--- src/rtl/sar_seq_pkg.sv ---
package sar_seq_pkg;
  parameter int NCH    = 8;
  parameter int CH_W   = $clog2(NCH);
  parameter int RES_W  = 10;
  parameter int LO_W   = 8;
  parameter int HI_W   = RES_W - LO_W;
  parameter int LEN_10 = 59;
  parameter int LEN_8  = 49;
  parameter int LEN_10_SH = 33;
  parameter int LEN_8_SH  = 28;
  parameter int CNT_W  = $clog2(LEN_10 + 1);

  typedef enum logic [2:0] {
    MODE_SINGLE  = 3'd0,
    MODE_REPEAT  = 3'd1,
    MODE_SWEEP   = 3'd2,
    MODE_LOOP    = 3'd3,
    MODE_PRIO    = 3'd4
  } mode_e;

  function automatic logic [CNT_W-1:0] conv_len(input logic res10, input logic sh);
    int l;
    if (sh) l = res10 ? LEN_10_SH : LEN_8_SH;
    else    l = res10 ? LEN_10 : LEN_8;
    return CNT_W'(l);
  endfunction
endpackage

--- src/rtl/sar_clkdiv.sv ---
module sar_clkdiv (
  input  logic       clk_i,
  input  logic       rst_ni,
  input  logic       clear_i,
  input  logic       en_i,
  input  logic [1:0] div_sel_i,
  output logic       tick_o
);
  logic [1:0] divc_q, lim;

  always_comb begin
    case (div_sel_i)
      2'd0:    lim = 2'd0;
      2'd1:    lim = 2'd1;
      default: lim = 2'd3;
    endcase
  end

  assign tick_o = en_i && (divc_q == lim);

  always_ff @(posedge clk_i or negedge rst_ni) begin
    if (!rst_ni)      divc_q <= '0;
    else if (clear_i) divc_q <= '0;
    else if (en_i)    divc_q <= tick_o ? 2'd0 : divc_q + 2'd1;
  end


  tick_gap_chk: assert property (@(posedge clk_i) disable iff (!rst_ni)
    (en_i && tick_o && lim != 2'd0 && $stable(div_sel_i)) |=> !tick_o);
endmodule

--- src/rtl/sar_bit_engine.sv ---
module sar_bit_engine
  import sar_seq_pkg::*;
(
  input  logic             clk_i,
  input  logic             rst_ni,
  input  logic             clear_i,
  input  logic             step_i,
  input  logic             res10_i,
  input  logic             sh_en_i,
  input  logic             cmp_i,
  output logic [RES_W-1:0] trial_o,
  output logic             last_o,
  output logic [RES_W-1:0] result_o
);
  logic [CNT_W-1:0] cnt_q, len, first_trial, k;
  logic [RES_W-1:0] sar_q, mask, sar_nx;
  logic             in_trial;

  assign len         = conv_len(res10_i, sh_en_i);
  assign first_trial = len - (res10_i ? CNT_W'(RES_W) : CNT_W'(LO_W));
  assign in_trial    = cnt_q >= first_trial;
  assign k           = cnt_q - first_trial;
  // MSB first, one bit per tick
  assign mask        = in_trial ? (RES_W'(1) << (RES_W - 1 - int'(k))) : '0;
  assign trial_o     = sar_q | mask;
  assign sar_nx      = cmp_i ? trial_o : sar_q;
  assign last_o      = cnt_q == len - CNT_W'(1);
  assign result_o    = sar_nx;

  always_ff @(posedge clk_i or negedge rst_ni) begin
    if (!rst_ni) begin
      cnt_q <= '0;
      sar_q <= '0;
    end else if (clear_i || (step_i && last_o)) begin
      cnt_q <= '0;
      sar_q <= '0;
    end else if (step_i) begin
      cnt_q <= cnt_q + CNT_W'(1);
      sar_q <= sar_nx;
    end
  end


  cnt_bound_chk: assert property (@(posedge clk_i) disable iff (!rst_ni)
    (step_i && !clear_i && $stable(res10_i) && $stable(sh_en_i)) |=> (cnt_q < len));
endmodule

--- src/rtl/sar_chan_order.sv ---
module sar_chan_order
  import sar_seq_pkg::*;
(
  input  logic            clk_i,
  input  logic            rst_ni,
  input  logic            load_i,
  input  logic            adv_i,
  input  mode_e           mode_i,
  input  logic [CH_W-1:0] sel_i,
  input  logic [CH_W-1:0] last_i,
  output logic [CH_W-1:0] ch_o,
  output logic            at_last_o
);
  logic [CH_W-1:0] ch_q, idx_q, idx_nx;
  logic            prio_turn_q;

  assign ch_o      = ch_q;
  assign at_last_o = ch_q == last_i;
  assign idx_nx    = (idx_q == last_i) ? '0 : idx_q + CH_W'(1);

  always_ff @(posedge clk_i or negedge rst_ni) begin
    if (!rst_ni) begin
      ch_q        <= '0;
      idx_q       <= '0;
      prio_turn_q <= 1'b0;
    end else if (load_i) begin
      ch_q        <= (mode_i == MODE_SWEEP || mode_i == MODE_LOOP) ? '0 : sel_i;
      idx_q       <= '0;
      prio_turn_q <= 1'b1;
    end else if (adv_i) begin
      case (mode_i)
        MODE_SWEEP, MODE_LOOP: ch_q <= at_last_o ? '0 : ch_q + CH_W'(1);
        MODE_PRIO: begin
          if (prio_turn_q) begin
            ch_q        <= idx_q;
            prio_turn_q <= 1'b0;
          end else begin
            ch_q        <= sel_i;
            idx_q       <= idx_nx;
            prio_turn_q <= 1'b1;
          end
        end
        default: ch_q <= ch_q;
      endcase
    end
  end


  prio_return_chk: assert property (@(posedge clk_i) disable iff (!rst_ni)
    (adv_i && !load_i && mode_i == MODE_PRIO && !prio_turn_q && $stable(sel_i)) |=> (ch_q == sel_i));
endmodule

--- src/rtl/sar_result_bank.sv ---
module sar_result_bank
  import sar_seq_pkg::*;
(
  input  logic             clk_i,
  input  logic             rst_ni,
  input  logic             we_i,
  input  logic [CH_W-1:0]  wch_i,
  input  logic             res10_i,
  input  logic [RES_W-1:0] data_i,
  input  logic [CH_W:0]    rd_addr_i,
  output logic [LO_W-1:0]  rd_data_o
);
  logic [NCH-1:0][LO_W-1:0] lo_q;
  logic [NCH-1:0][HI_W-1:0] hi_q;

  for (genvar c = 0; c < NCH; c++) begin : g_ch
    always_ff @(posedge clk_i or negedge rst_ni) begin
      if (!rst_ni) begin
        lo_q[c] <= '0;
        hi_q[c] <= '0;
      end else if (we_i && wch_i == CH_W'(c)) begin
        if (res10_i) begin
          lo_q[c] <= data_i[LO_W-1:0];
          hi_q[c] <= data_i[RES_W-1:LO_W];
        end else begin
          lo_q[c] <= data_i[RES_W-1:HI_W];
        end
      end
    end
  end

  assign rd_data_o = rd_addr_i[0] ? LO_W'(hi_q[rd_addr_i[CH_W:1]]) : lo_q[rd_addr_i[CH_W:1]];


  hi_keep_chk: assert property (@(posedge clk_i) disable iff (!rst_ni)
    !(we_i && res10_i) |=> $stable(hi_q));
endmodule

--- src/rtl/sar_seq.sv ---
module sar_seq
  import sar_seq_pkg::*;
(
  input  logic             clk_i,
  input  logic             rst_ni,
  input  logic             vref_on_i,
  input  logic             start_flag_i,
  input  logic             ext_trig_en_i,
  input  logic             trig_ni,
  input  logic [2:0]       mode_i,
  input  logic [CH_W-1:0]  chan_sel_i,
  input  logic [CH_W-1:0]  sweep_last_i,
  input  logic             res10_i,
  input  logic             sh_en_i,
  input  logic [1:0]       clk_div_i,
  input  logic             cmp_i,
  output logic [RES_W-1:0] trial_o,
  output logic [CH_W-1:0]  ch_o,
  output logic             busy_o,
  output logic             done_o,
  output logic             start_clr_o,
  input  logic [CH_W:0]    rd_addr_i,
  output logic [LO_W-1:0]  rd_data_o
);
  mode_e md;
  logic  busy_q, flag_q, trig_q, done_q;
  logic  start_ev, abort, tick, step, last, conv_end, finish, at_last, single_pass;
  logic [RES_W-1:0] result;

  assign md = mode_e'(mode_i);
  assign start_ev = vref_on_i && start_flag_i &&
                    (ext_trig_en_i ? (trig_q && !trig_ni) : !flag_q);
  assign abort    = busy_q && !start_flag_i;
  assign step     = busy_q && tick && !start_ev && !abort;
  assign conv_end = step && last;
  assign single_pass = !(md inside {MODE_REPEAT, MODE_SWEEP, MODE_LOOP, MODE_PRIO});
  assign finish   = conv_end && (single_pass || (md == MODE_SWEEP && at_last));

  always_ff @(posedge clk_i or negedge rst_ni) begin
    if (!rst_ni) begin
      busy_q <= 1'b0;
      flag_q <= 1'b0;
      trig_q <= 1'b1;
      done_q <= 1'b0;
    end else begin
      flag_q <= start_flag_i;
      trig_q <= trig_ni;
      done_q <= finish;
      if (start_ev)              busy_q <= 1'b1;
      else if (abort || finish)  busy_q <= 1'b0;
    end
  end

  assign busy_o      = busy_q;
  assign done_o      = done_q;
  assign start_clr_o = done_q;

  sar_clkdiv u_div (
    .clk_i, .rst_ni, .clear_i(start_ev), .en_i(busy_q),
    .div_sel_i(clk_div_i), .tick_o(tick)
  );

  sar_bit_engine u_eng (
    .clk_i, .rst_ni, .clear_i(start_ev), .step_i(step), .res10_i, .sh_en_i,
    .cmp_i, .trial_o, .last_o(last), .result_o(result)
  );

  sar_chan_order u_ord (
    .clk_i, .rst_ni, .load_i(start_ev), .adv_i(conv_end && !finish), .mode_i(md),
    .sel_i(chan_sel_i), .last_i(sweep_last_i), .ch_o, .at_last_o(at_last)
  );

  sar_result_bank u_res (
    .clk_i, .rst_ni, .we_i(conv_end), .wch_i(ch_o), .res10_i, .data_i(result),
    .rd_addr_i, .rd_data_o
  );


  no_start_wo_vref_chk: assert property (@(posedge clk_i) disable iff (!rst_ni)
    (!vref_on_i && !busy_q) |=> !busy_q);

  abort_chk: assert property (@(posedge clk_i) disable iff (!rst_ni)
    (busy_q && !start_flag_i) |=> (!busy_q && !done_q));

  done_idle_chk: assert property (@(posedge clk_i) disable iff (!rst_ni)
    done_q |-> !busy_q);

  retrig_chk: assert property (@(posedge clk_i) disable iff (!rst_ni)
    (ext_trig_en_i && start_flag_i && vref_on_i && trig_q && !trig_ni) |=> busy_q);
endmodule

--- config.mk ---
export PLATFORM = sky130hd
export DESIGN_NAME = sar_seq
export DESIGN_NICKNAME = d
export VERILOG_FILES = /design/src/rtl/sar_seq_pkg.sv /design/src/rtl/sar_clkdiv.sv /design/src/rtl/sar_bit_engine.sv /design/src/rtl/sar_chan_order.sv /design/src/rtl/sar_result_bank.sv /design/src/rtl/sar_seq.sv
export SDC_FILE = /design/constraint.sdc
export NUM_CORES = 1
export LEC_CHECK = 0
export ABC_AREA = 1
export BUFFER_PORTS_ARGS = -buffer_cell sky130_fd_sc_hd__buf_2
export CAP_MARGIN = 0
export CORE_MARGIN = 2
export CORE_UTILIZATION = 50
export CTS_CLUSTER_SIZE = 14
export DETAILED_ROUTE_END_ITERATION = 16
export PLACE_DENSITY = 0.78
export REMOVE_ABC_BUFFERS = 1
export SLEW_MARGIN = 30
export SYNTH_ARGS = -nofsm -noshare
export SYNTH_HDL_FRONTEND = slang
export SYNTH_HIERARCHICAL = 1
export SYNTH_SLANG_ARGS = --single-unit
--- constraint.sdc ---
create_clock -name clk_i -period 9.5 [get_ports clk_i]
set_input_delay 1.9 -clock clk_i [delete_from_list [all_inputs] [get_ports clk_i]]
set_output_delay 1.9 -clock clk_i [all_outputs]
set_load 0.05 [all_outputs]
==> results of run 1 <==
-- metal layers --
metal	global-route usage, %	up-vias	part of all wire, %	routed length [um]
met1	29.83	2611	46	7034
met5	0	-	0	0
li1	-	2873	-	-
met3	5.795	8	5.2	796
met2	38.43	129	48	7247
met4	3.971	0	0.68	104
-- area by class of cell --
| class | count | area [um2] |
|---|---|---|
| clock buffers | 12 | 236.5 |
| clock inverters | 4 | 55.05 |
| fillers | 1254 | 5896 |
| inverters | 141 | 531.8 |
| multi-input cells | 621 | 3209 |
| flip-flops and latches | 109 | 2729 |
| well taps | 176 | 220.2 |
| repair buffers | 50 | 260.3 |
-- kinds of logic after synthesis --
logic type	Yosys count	share of synthesized area (%)
simple gates	446	30.19
buf+inv	171	10.94
compound gates	138	11.69
flops	109	40.93
fa+ha+maj	16	3.115
xor+xnor	14	1.952
mux	7	1.182
-- where the power goes --
group          total (W)  internal, W  switching [W]  leakage (nW)
Clock           0.000381     0.000207       0.000174         0.138
Sequential      0.000518     0.000484      0.0000347          1.25
Combinational   0.000313     0.000104       0.000210          2.39
-- metrics by stage --
stage	cell area (um2)	total power, W	util (%)	setup slack [ns]	hold slack [ns]
finish	7242	0.001213	55.12	2.672	0.4908
global route	7242	0.001284	55.12	2.467	0.5020
CTS	7242	0.001224	55.12	2.704	0.4909
detailed placement	6950	0.0008409	52.90	2.719	0.4729
global placement	6950	0.0008325	52.90	2.775	0.4669
floorplan	6470	0.0007599	-	3.538	0.4530
-- worst paths after layout --
kind / endpoint / cells after the start / slack, ns
min reg2reg: u_res/hi_q[15]$_DFFE_PN0P_ / 2 / 0.49
max in group asynchronous: u_ord/idx_q[1]$_DFFE_PN0P_ / 2 / 6.74
min in group asynchronous: u_res/hi_q[14]$_DFFE_PN0P_ / 1 / 1.55
max: trial_o[6] / 17 / 2.67
max reg2reg: u_res/lo_q[38]$_DFFE_PN0P_ / 16 / 5.97
min: u_res/hi_q[15]$_DFFE_PN0P_ / 2 / 0.49
-- Yosys cell counts, drive strengths merged --
| library cell | number | area (um2) |
|---|---|---|
| nand2 | 302 | 1231 |
| inv | 138 | 518.0 |
| or2 | 1 | 6.260 |
| o211ai | 12 | 90.09 |
| o22ai | 1 | 6.260 |
| xor2 | 5 | 43.79 |
| o21a | 1 | 7.510 |
| clkinv | 3 | 13.76 |
| o2111ai | 1 | 8.760 |
| buf | 26 | 181.4 |
| nand4 | 8 | 50.05 |
| a21oi | 17 | 103.9 |
| nor3 | 3 | 15.01 |
| dfrtp | 108 | 2703 |
| nor2 | 70 | 350.3 |
| o21ai | 105 | 551.8 |
| xnor2 | 9 | 86.34 |
| o21bai | 1 | 11.26 |
| nand3 | 61 | 352.8 |
| mux2 | 7 | 78.82 |
| dfstp | 1 | 26.28 |
| fa | 1 | 20.02 |
| ha | 15 | 187.7 |
| nor3b | 1 | 7.510 |
| clkbuf | 4 | 16.26 |
-- state kept, by name (all words and copies together) (netlist names) --
register and flops:
busy_o 1, done_o 1, flag_q 1, trig_q 1, u_div/divc_q 2, u_eng/cnt_q 6
u_eng/sar_q 10, u_ord/ch_o 3, u_ord/idx_q 3, u_ord/prio_turn_q 1, u_res/hi_q 16, u_res/lo_q 64
-- critical path, delay by kind of cell --
kind / cells / cell delay, ns
and+or+nand+nor: 6 / 0.62
adders and majority gates: 4 / 1.27
buffers and inverters: 7 / 1.11
==> results.toml, run 1 <==
[final_layout]
final_cell_mix = "269 x nand2_1, 131 x inv_1, 108 x dfrtp_1, 87 x o21ai_0, 53 x nand3_1"
diodes = 0
syn2layout_area_growth_pct = 8.613
layout_commonest_cell = "nand2_1"
final_net_count = 972
instances_no_fill = 1113
drive_gt1_share_pct = 16.12

[floorplan]
die_y_um = 119.5
initial_core_util_pct = 50.75
ios = 48
core_area_um2 = 13140
dieArea_um2 = 14280
die_width_um = 119.5
fp-row-count = 42

[route]
drt_pass1_iterations = 5
vias = 5621
antenna_left = 0
drc = 0
viasPerCell = 5.050
drt-initial-drc-count = 463
route.detailed.wl_per_inst_um = 13.64
wirelength_mm = 15.18

[min_path]
hp-class = "reg2reg"
min_from = "u_res/hi_q[15]$_DFFE_PN0P_"

[setup_path]
critPathSlowestCell = "fa_1"
path_class = "in2out"
worst_setup_path_start_kind = "primary input"
cpMostUsedCell = "inv_1"
r2r_start = "u_eng/cnt_q[0]$_DFFE_PN0P_"
setup.worst_path.start = "res10_i"
cp_max_fo = 24
crit_path_max_incr_delay_ns = 0.61
crit_arrival_ns = 4.93
critical_path.endpoint_type = "output port"
cp.required_ns = 7.60
crit_chain = "buf_2, inv_1, ha_1, inv_1, ha_1, inv_2, fa_1, inv_1, ha_1, inv_1, nand2_1, nand2_1, nand3_2, nor2_2, nand2_1, nand2_2, buf_2"

[timing]
period_share_pct = 71.88
setup_viol = 0
tightest_slew_ns = 0.7734
finalHoldViolCount = 0
rsz0062_at_grt = "no"
max_freq_mhz = 146.4
final.setup.tns_ns = 0
skew_ns = 0.006675
finalCriticalPeriod_ns = 6.828
slew_viol_final = 0
slew_headroom_pct = 48.09

[logic_synthesis]
synth_seq_cells = 109
yosysUniqueCellTypes = 44
ys_warn_count = 6
synthCells = 901
syn-cell-area_um2 = 6668
synth_seq_area_share_pct = 40.93
avgSynthCellArea_um2 = 7.400

[global_routing]
grt_max_degree = 63
grt_usage_pct = 22.70
antenna_found_initial = 0
grt.overflow.total = 0
grt_pass1_vias = 5461
grt_pass1_wl_mm = 26.01

[placement]
dp_hpwl_mm = 10.51
gp_congestion = 0.9065
io_buffers = 47
dp_cells = 1097

[clock_tree]
clock_path_buffers = 2
root_buffer = "clkbuf_16"
htree_levels = 3
cts_tree = "built"
clkSinkCount = 109
postCtsSetupBuffers = 0
cts_resized = 0
clock_latency_ns = 0.35
cts_hold_buf = 0
cts_buffers = 9
clk_pin_slew_ns = 0.07

[pwr]
p_leak_nw = 3.784
ir_worst_vdd_mv = 0.1139
pwr_density_cell_nw_per_um2 = 167.5

[status]
status = "finished clean"

[job]
cap_viol_max_count = 0
(Power assumes the default switching activity.)
==> run 2, diff against run 1 <==
--- a/config.mk
+++ b/config.mk
@@ -5,14 +5,14 @@
 export SDC_FILE = /design/constraint.sdc
 export NUM_CORES = 1
 export LEC_CHECK = 0
-export ABC_AREA = 1
+export ABC_AREA = 0
 export BUFFER_PORTS_ARGS = -buffer_cell sky130_fd_sc_hd__buf_2
 export CAP_MARGIN = 0
 export CORE_MARGIN = 2
 export CORE_UTILIZATION = 50
 export CTS_CLUSTER_SIZE = 14
 export DETAILED_ROUTE_END_ITERATION = 16
-export PLACE_DENSITY = 0.78
+export PLACE_DENSITY = 0.81
 export REMOVE_ABC_BUFFERS = 1
 export SLEW_MARGIN = 30
 export SYNTH_ARGS = -nofsm -noshare
==> constraint.sdc (replaced) <==
create_clock -name clk_i -period 5.81 [get_ports clk_i]
set_input_delay 1.162 -clock clk_i [delete_from_list [all_inputs] [get_ports clk_i]]
set_output_delay 1.162 -clock clk_i [all_outputs]
set_load 0.05 [all_outputs]
==> results.toml, run 2 <==
[global_routing]
grt.overflow.total = 0
grt_pass1_wl_mm = 22.55
grt_max_degree = 59
grt_usage_pct = 21.82
antenna_found_initial = 0
grt_pass1_vias = 4628

[job]
cap_viol_max_count = 0

[final_layout]
diodes = 0
regArea_um2 = 2729
finalInstanceArea_um2 = 6843
final_cell_mix = "108 x dfrtp_1, 62 x nand2_1, 55 x nor2_1, 46 x buf_2, 44 x o21ai_0"
multi_input_area_um2 = 3222
largest-register = "u_res/lo_q"
syn2layout_area_growth_pct = 11.70
largest_reg_flops = 64
fillers = 999
drive_gt1_share_pct = 20.54
final_net_count = 668
layout_commonest_cell = "dfrtp_1"
reg.largest.list = "u_res/lo_q (64), u_res/hi_q (16), u_eng/sar_q (10)"

[logic_synthesis]
yosysUniqueCellTypes = 75
async_flop_share_pct = 100.0
synthTopCellsByArea = "dfrtp_1 44%, mux4_2 7.4%, nand2_1 3.8%"
avgSynthCellArea_um2 = 10.56
synthCells = 580
yosysTopAreaCell = "dfrtp_1"
synth_seq_area_share_pct = 44.55
netlist_top_cells_count = "108 x dfrtp_1, 62 x nand2_1, 55 x nor2_1"
ys.flop_type = "dfrtp_1"
synth_edf_count = 0
synth_top_area_share_pct = 44.12
syn-cell-area_um2 = 6126
ys_warn_count = 6
synth.most_common_cell = "dfrtp_1"
synth_seq_cells = 109

[clock_tree]
clkSinkCount = 109
cts_tree = "built"
clock_path_buffers = 2
cts_resized = 0
clock_latency_ns = 0.35
cts_hold_buf = 0
htree_levels = 3
clk_pin_slew_ns = 0.07
cts_buffers = 9
postCtsSetupBuffers = 0
root_buffer = "clkbuf_16"

[route]
viasPerCell = 5.926
vias = 4622
wirelength_mm = 13.45
antenna_left = 0
drc = 0
drt_pass1_iterations = 4
route.detailed.wl_per_inst_um = 17.24
drt-initial-drc-count = 280

[pwr]
finalPower_w = 0.001704
ir_worst_vdd_mv = 0.2042
p_leak_nw = 3.163
pwr_density_cell_nw_per_um2 = 249.0

[status]
status = "finished clean"

[setup_path]
cp_max_fo = 9
r2r_setup_slack_ns = 2.18
setup.worst_path.start = "res10_i"
path_class = "in2out"
r2r_start = "u_eng/cnt_q[0]$_DFFE_PN0P_"
worstSetupEndpoint = "trial_o[9]"
critical_path.endpoint_type = "output port"
crit_arrival_ns = 4.08
cp.required_ns = 4.65
worst_setup_path_start_kind = "primary input"
r2r.worst_path.cells = 12
reg2reg_to = "u_res/lo_q[63]$_DFFE_PN0P_"

[placement]
dp_hpwl_mm = 9.666
io_buffers = 47
dpl_cell_area_um2 = 6534
gp_congestion = 0.8608

[floorplan]
die_width_um = 114.7
ios = 48
fp-row-count = 40
initial_core_util_pct = 51.21
core_area_um2 = 11960
dieArea_um2 = 13150
die_y_um = 114.7

[timing]
rsz0062_at_grt = "no"
final.setup.tns_ns = 0
finalCriticalPeriod_ns = 5.243
skew_ns = 0.008371
max_freq_mhz = 190.7
slew_headroom_pct = 50.69
tightest_slew_ns = 0.7191
slew_viol_final = 0
period_share_pct = 90.24
setup_viol = 0
hold-worst-slack_ns = 0.4761
finalHoldViolCount = 0

[min_path]
hp-class = "reg2reg"
run 2: cell count changes after synthesis, sizes merged, moves of 6 or more:
cell / previous run / this run
a21oi: 17 / 43
buf: 26 / 14
inv: 138 / 17
mux2: 7 / 17
mux2i: 0 / 15
mux4: 0 / 20
nand2: 302 / 63
nand2b: 0 / 6
nand3: 61 / 17
nor2: 70 / 55
nor2b: 0 / 6
o211ai: 12 / 2
o21ai: 105 / 53
o21bai: 1 / 17
run 2: cell type report:
type,instances,area share [%]
well taps,147,2.688
clock inverters,6,1.024
flip-flops and latches,109,39.88
repair buffers,60,4.900
inverters,17,0.9325
multi-input cells,431,47.08
clock buffers,10,3.492
run 2: how the worst min path moves through the flow:
stage | from | to | slack [ns] | depth (start not counted)
2_1_floorplan | u_res/lo_q[48]$_DFFE_PN0P_ | u_res/lo_q[48]$_DFFE_PN0P_ | 0.44 | 2
6_report | u_res/lo_q[52]$_DFFE_PN0P_ | u_res/lo_q[52]$_DFFE_PN0P_ | 0.48 | 2
3_3_place_gp | u_res/lo_q[52]$_DFFE_PN0P_ | u_res/lo_q[52]$_DFFE_PN0P_ | 0.46 | 2
3_5_place_dp | u_res/lo_q[52]$_DFFE_PN0P_ | u_res/lo_q[52]$_DFFE_PN0P_ | 0.47 | 2
5_1_grt | u_res/lo_q[61]$_DFFE_PN0P_ | u_res/lo_q[61]$_DFFE_PN0P_ | 0.50 | 2
4_1_cts | u_res/lo_q[52]$_DFFE_PN0P_ | u_res/lo_q[52]$_DFFE_PN0P_ | 0.48 | 2
run 2: cell families after synthesis:
| family | synth area share (%) |
|---|---|
| adder cells (fa/ha/maj) | 3.391 |
| multiplexers | 12.93 |
| flip-flops | 44.55 |
| buffers and inverters | 2.859 |
| AO/OA/AOI/OAI | 14.79 |
| AND/OR/NAND/NOR | 18.04 |
| XOR/XNOR | 3.452 |
run 2: critical path, cell delays in order:
cell,delay (ns)
buf_2,0.09
inv_1,0.08
ha_1,0.25
inv_1,0.07
ha_1,0.17
inv_1,0.07
fa_1,0.49
xnor2_1,0.33
ha_1,0.30
nand2_1,0.07
a21oi_1,0.25
nand3_2,0.25
o21ai_0,0.22
buf_2,0.29
run 2: routing by layer:
layer | share of wire, % | global-route usage (%) | vias to the layer above
met5 | 0 | 0 | -
met4 | 1.2 | 6.667 | 0
met3 | 4.1 | 3.282 | 13
met2 | 51 | 37.95 | 120
met1 | 43 | 28.25 | 2292
li1 | - | - | 2197
run 2: metrics by stage:
step	util (%)	cells	setup WS, ns
final	57.21	780	0.5669
after global routing	57.21	780	0.2607
after CTS	57.21	780	0.5926
after detailed placement	54.62	764	0.6026
after global placement	54.62	764	0.6696
after floorplan	-	557	0.2800
run 2: power by group:
group,internal (W),switching [W],total [W]
Clock,0.000350,0.000278,0.000628
Combinational,0.000105,0.000154,0.000259
Sequential,0.000779,0.0000382,0.000817
==> run 3, diff against run 2 <==
==> constraint.sdc (replaced) <==
create_clock -name clk_i -period 5.81 [get_ports clk_i]
set_input_delay 0.2905 -clock clk_i [delete_from_list [all_inputs] [get_ports clk_i]]
set_output_delay 0.2905 -clock clk_i [all_outputs]
set_load 0.05 [all_outputs]
==> results.toml, run 3 (same netlist as run 2, synthesis figures left out) <==
[status]
status = "finished clean"

[clock_tree]
clkSinkCount = 109
cts_tree = "built"
clock_latency_ns = 0.34
clock_path_buffers = 2
cts_buffers = 9
clk_pin_slew_ns = 0.07
root_buffer = "clkbuf_16"
htree_levels = 3
postCtsSetupBuffers = 0

[final_layout]
syn2layout_area_growth_pct = 11.54
reg.largest.list = "u_res/lo_q (64), u_res/hi_q (16), u_eng/sar_q (10)"
final_util_pct = 57.12
final_cell_mix = "108 x dfrtp_1, 62 x nand2_1, 55 x nor2_1, 46 x buf_2, 44 x o21ai_0"
largest-register = "u_res/lo_q"
layout_commonest_cell = "dfrtp_1"
diodes = 0
final_net_count = 662
fillers = 1000
drive_gt1_share_pct = 19.62
largest_reg_flops = 64

[floorplan]
dieArea_um2 = 13150
die_y_um = 114.7
core_area_um2 = 11960
initial_core_util_pct = 51.21
die_width_um = 114.7
fp-row-count = 40
ios = 48

[route]
wirelength_mm = 14.05
drt-initial-drc-count = 292
drt_pass1_iterations = 5
drc = 0
vias = 4755
route.detailed.wl_per_inst_um = 18.15
antenna_left = 0
viasPerCell = 6.143

[setup_path]
crit_chain = "buf_2, inv_1, ha_1, inv_1, ha_1, a21oi_1, o211ai_1, nor2_1, nand3_1, nor2_1, and4bb_1, nand2_1, mux2_1"
path_class = "in2reg"
cp.required_ns = 6.03
crit_arrival_ns = 4.28
worst_setup_path_start_kind = "primary input"
critical_path.endpoint_type = "flop"
crit_path_max_incr_delay_ns = 0.73
critPathSlowestCell = "and4bb_1"
cp_max_fo = 17

[timing]
rsz0062_at_grt = "no"
max_freq_mhz = 246.1
period_share_pct = 69.94
final.setup.tns_ns = 0
slew_viol_final = 0
hold-worst-slack_ns = 0.05169
skew_ns = 0.006240
slew_headroom_pct = 48.73
setup_ws_ns = 1.747
tightest_slew_ns = 0.7477
finalHoldViolCount = 0
finalCriticalPeriod_ns = 4.063
setup_viol = 0

[pwr]
p_int_w = 0.001286
pwr_density_cell_nw_per_um2 = 255.0
switching_share_pct = 26.17
p_seq_share_pct = 46.9
netSwitchingPower_w = 0.0004560
p_leak_nw = 3.140
pwr-share-comb_pct = 15.0
ir_worst_vdd_mv = 0.1644
pwr-share-clk_pct = 38.2

[placement]
gp_congestion = 0.8948
dp_hpwl_mm = 9.656
place_ws_ns = 1.135
io_buffers = 47

[global_routing]
grt_usage_pct = 22.57
grt_max_degree = 73
grt.overflow.total = 0
antenna_found_initial = 0
grt_pass1_vias = 4839
grt_pass1_wl_mm = 23.46

[min_path]
hp-class = "in2reg"

[job]
cap_viol_max_count = 0
run 3: cell count changes in the layout (fill, tap and decap cells not counted), sizes merged:
cell,delta
buf,-7
bufinv,+1
clkbuf,+3
clkinv,-3
clkinvlp,+1
dlygate4sd3,+1
inv,-2
run 3: final timing paths:
kind	slack (ns)	from	depth (start not counted)	end
max	1.75	res10_i	13	u_res/hi_q[5]$_DFFE_PN0P_
min	0.05	trig_ni	1	trig_q$_DFF_PN1_
max reg2reg	1.96	u_eng/cnt_q[0]$_DFFE_PN0P_	10	u_res/hi_q[5]$_DFFE_PN0P_
min reg2reg	0.48	u_res/lo_q[43]$_DFFE_PN0P_	2	u_res/lo_q[43]$_DFFE_PN0P_
max in group asynchronous	4.37	rst_ni	3	u_ord/ch_o[0]$_DFFE_PN0P_
min in group asynchronous	0.44	rst_ni	2	u_res/hi_q[1]$_DFFE_PN0P_
run 3: final cells by class:
class | instances | area (um2) | area share [%]
timing repair buffer | 54 | 296.5 | 4.340
inverter | 17 | 63.81 | 0.9339
tap | 147 | 183.9 | 2.692
clock inverter | 3 | 67.56 | 0.9888
sequential | 109 | 2729 | 39.94
multi-input combinational | 431 | 3232 | 47.30
clock buffer | 13 | 260.3 | 3.809
run 3: power by group through the flow:
stage | clock, W | sequential, W | combinational, W
floorplan | 0 | 0.000837 | 0.000170
global placement | 0 | 0.000829 | 0.000246
global route | 0.000703 | 0.000821 | 0.000291
finish | 0.000665 | 0.000817 | 0.000261
CTS | 0.000672 | 0.000817 | 0.000260
detailed placement | 0 | 0.000832 | 0.000259
run 3: stage by stage:
stage	instance area (um2)	instances	power, W
2_1_floorplan	6015	557	0.001007
3_3_place_gp	6481	757	0.001075
3_5_place_dp	6481	757	0.001090
4_1_cts	6819	774	0.001749
5_1_grt	6833	774	0.001815
6_report	6833	774	0.001742
run 3: repair_timing:
action / in CTS / in global routing
endpoints found under the hold margin: 37 / 0
gates resized for setup: 0 / 0
hold buffers: 1 / 0
run 3: critical path, delay by kind of cell:
kind	cells	cell delay, ns
AOI/OAI and AO/OA	2	0.24
adders and majority gates	2	0.59
buffers and inverters	3	0.57
muxes	1	0.37
and+or+nand+nor	5	2.22
run 3: routing by layer:
metal	wire (um)	share of wire, %	track usage [%]	vias to the layer above
met5	0	0	0	-
li1	-	-	-	2176
met2	7255	52	38.86	126
met3	623	4.4	3.388	20
met1	5987	43	30.06	2433
met4	181	1.3	5.691	0
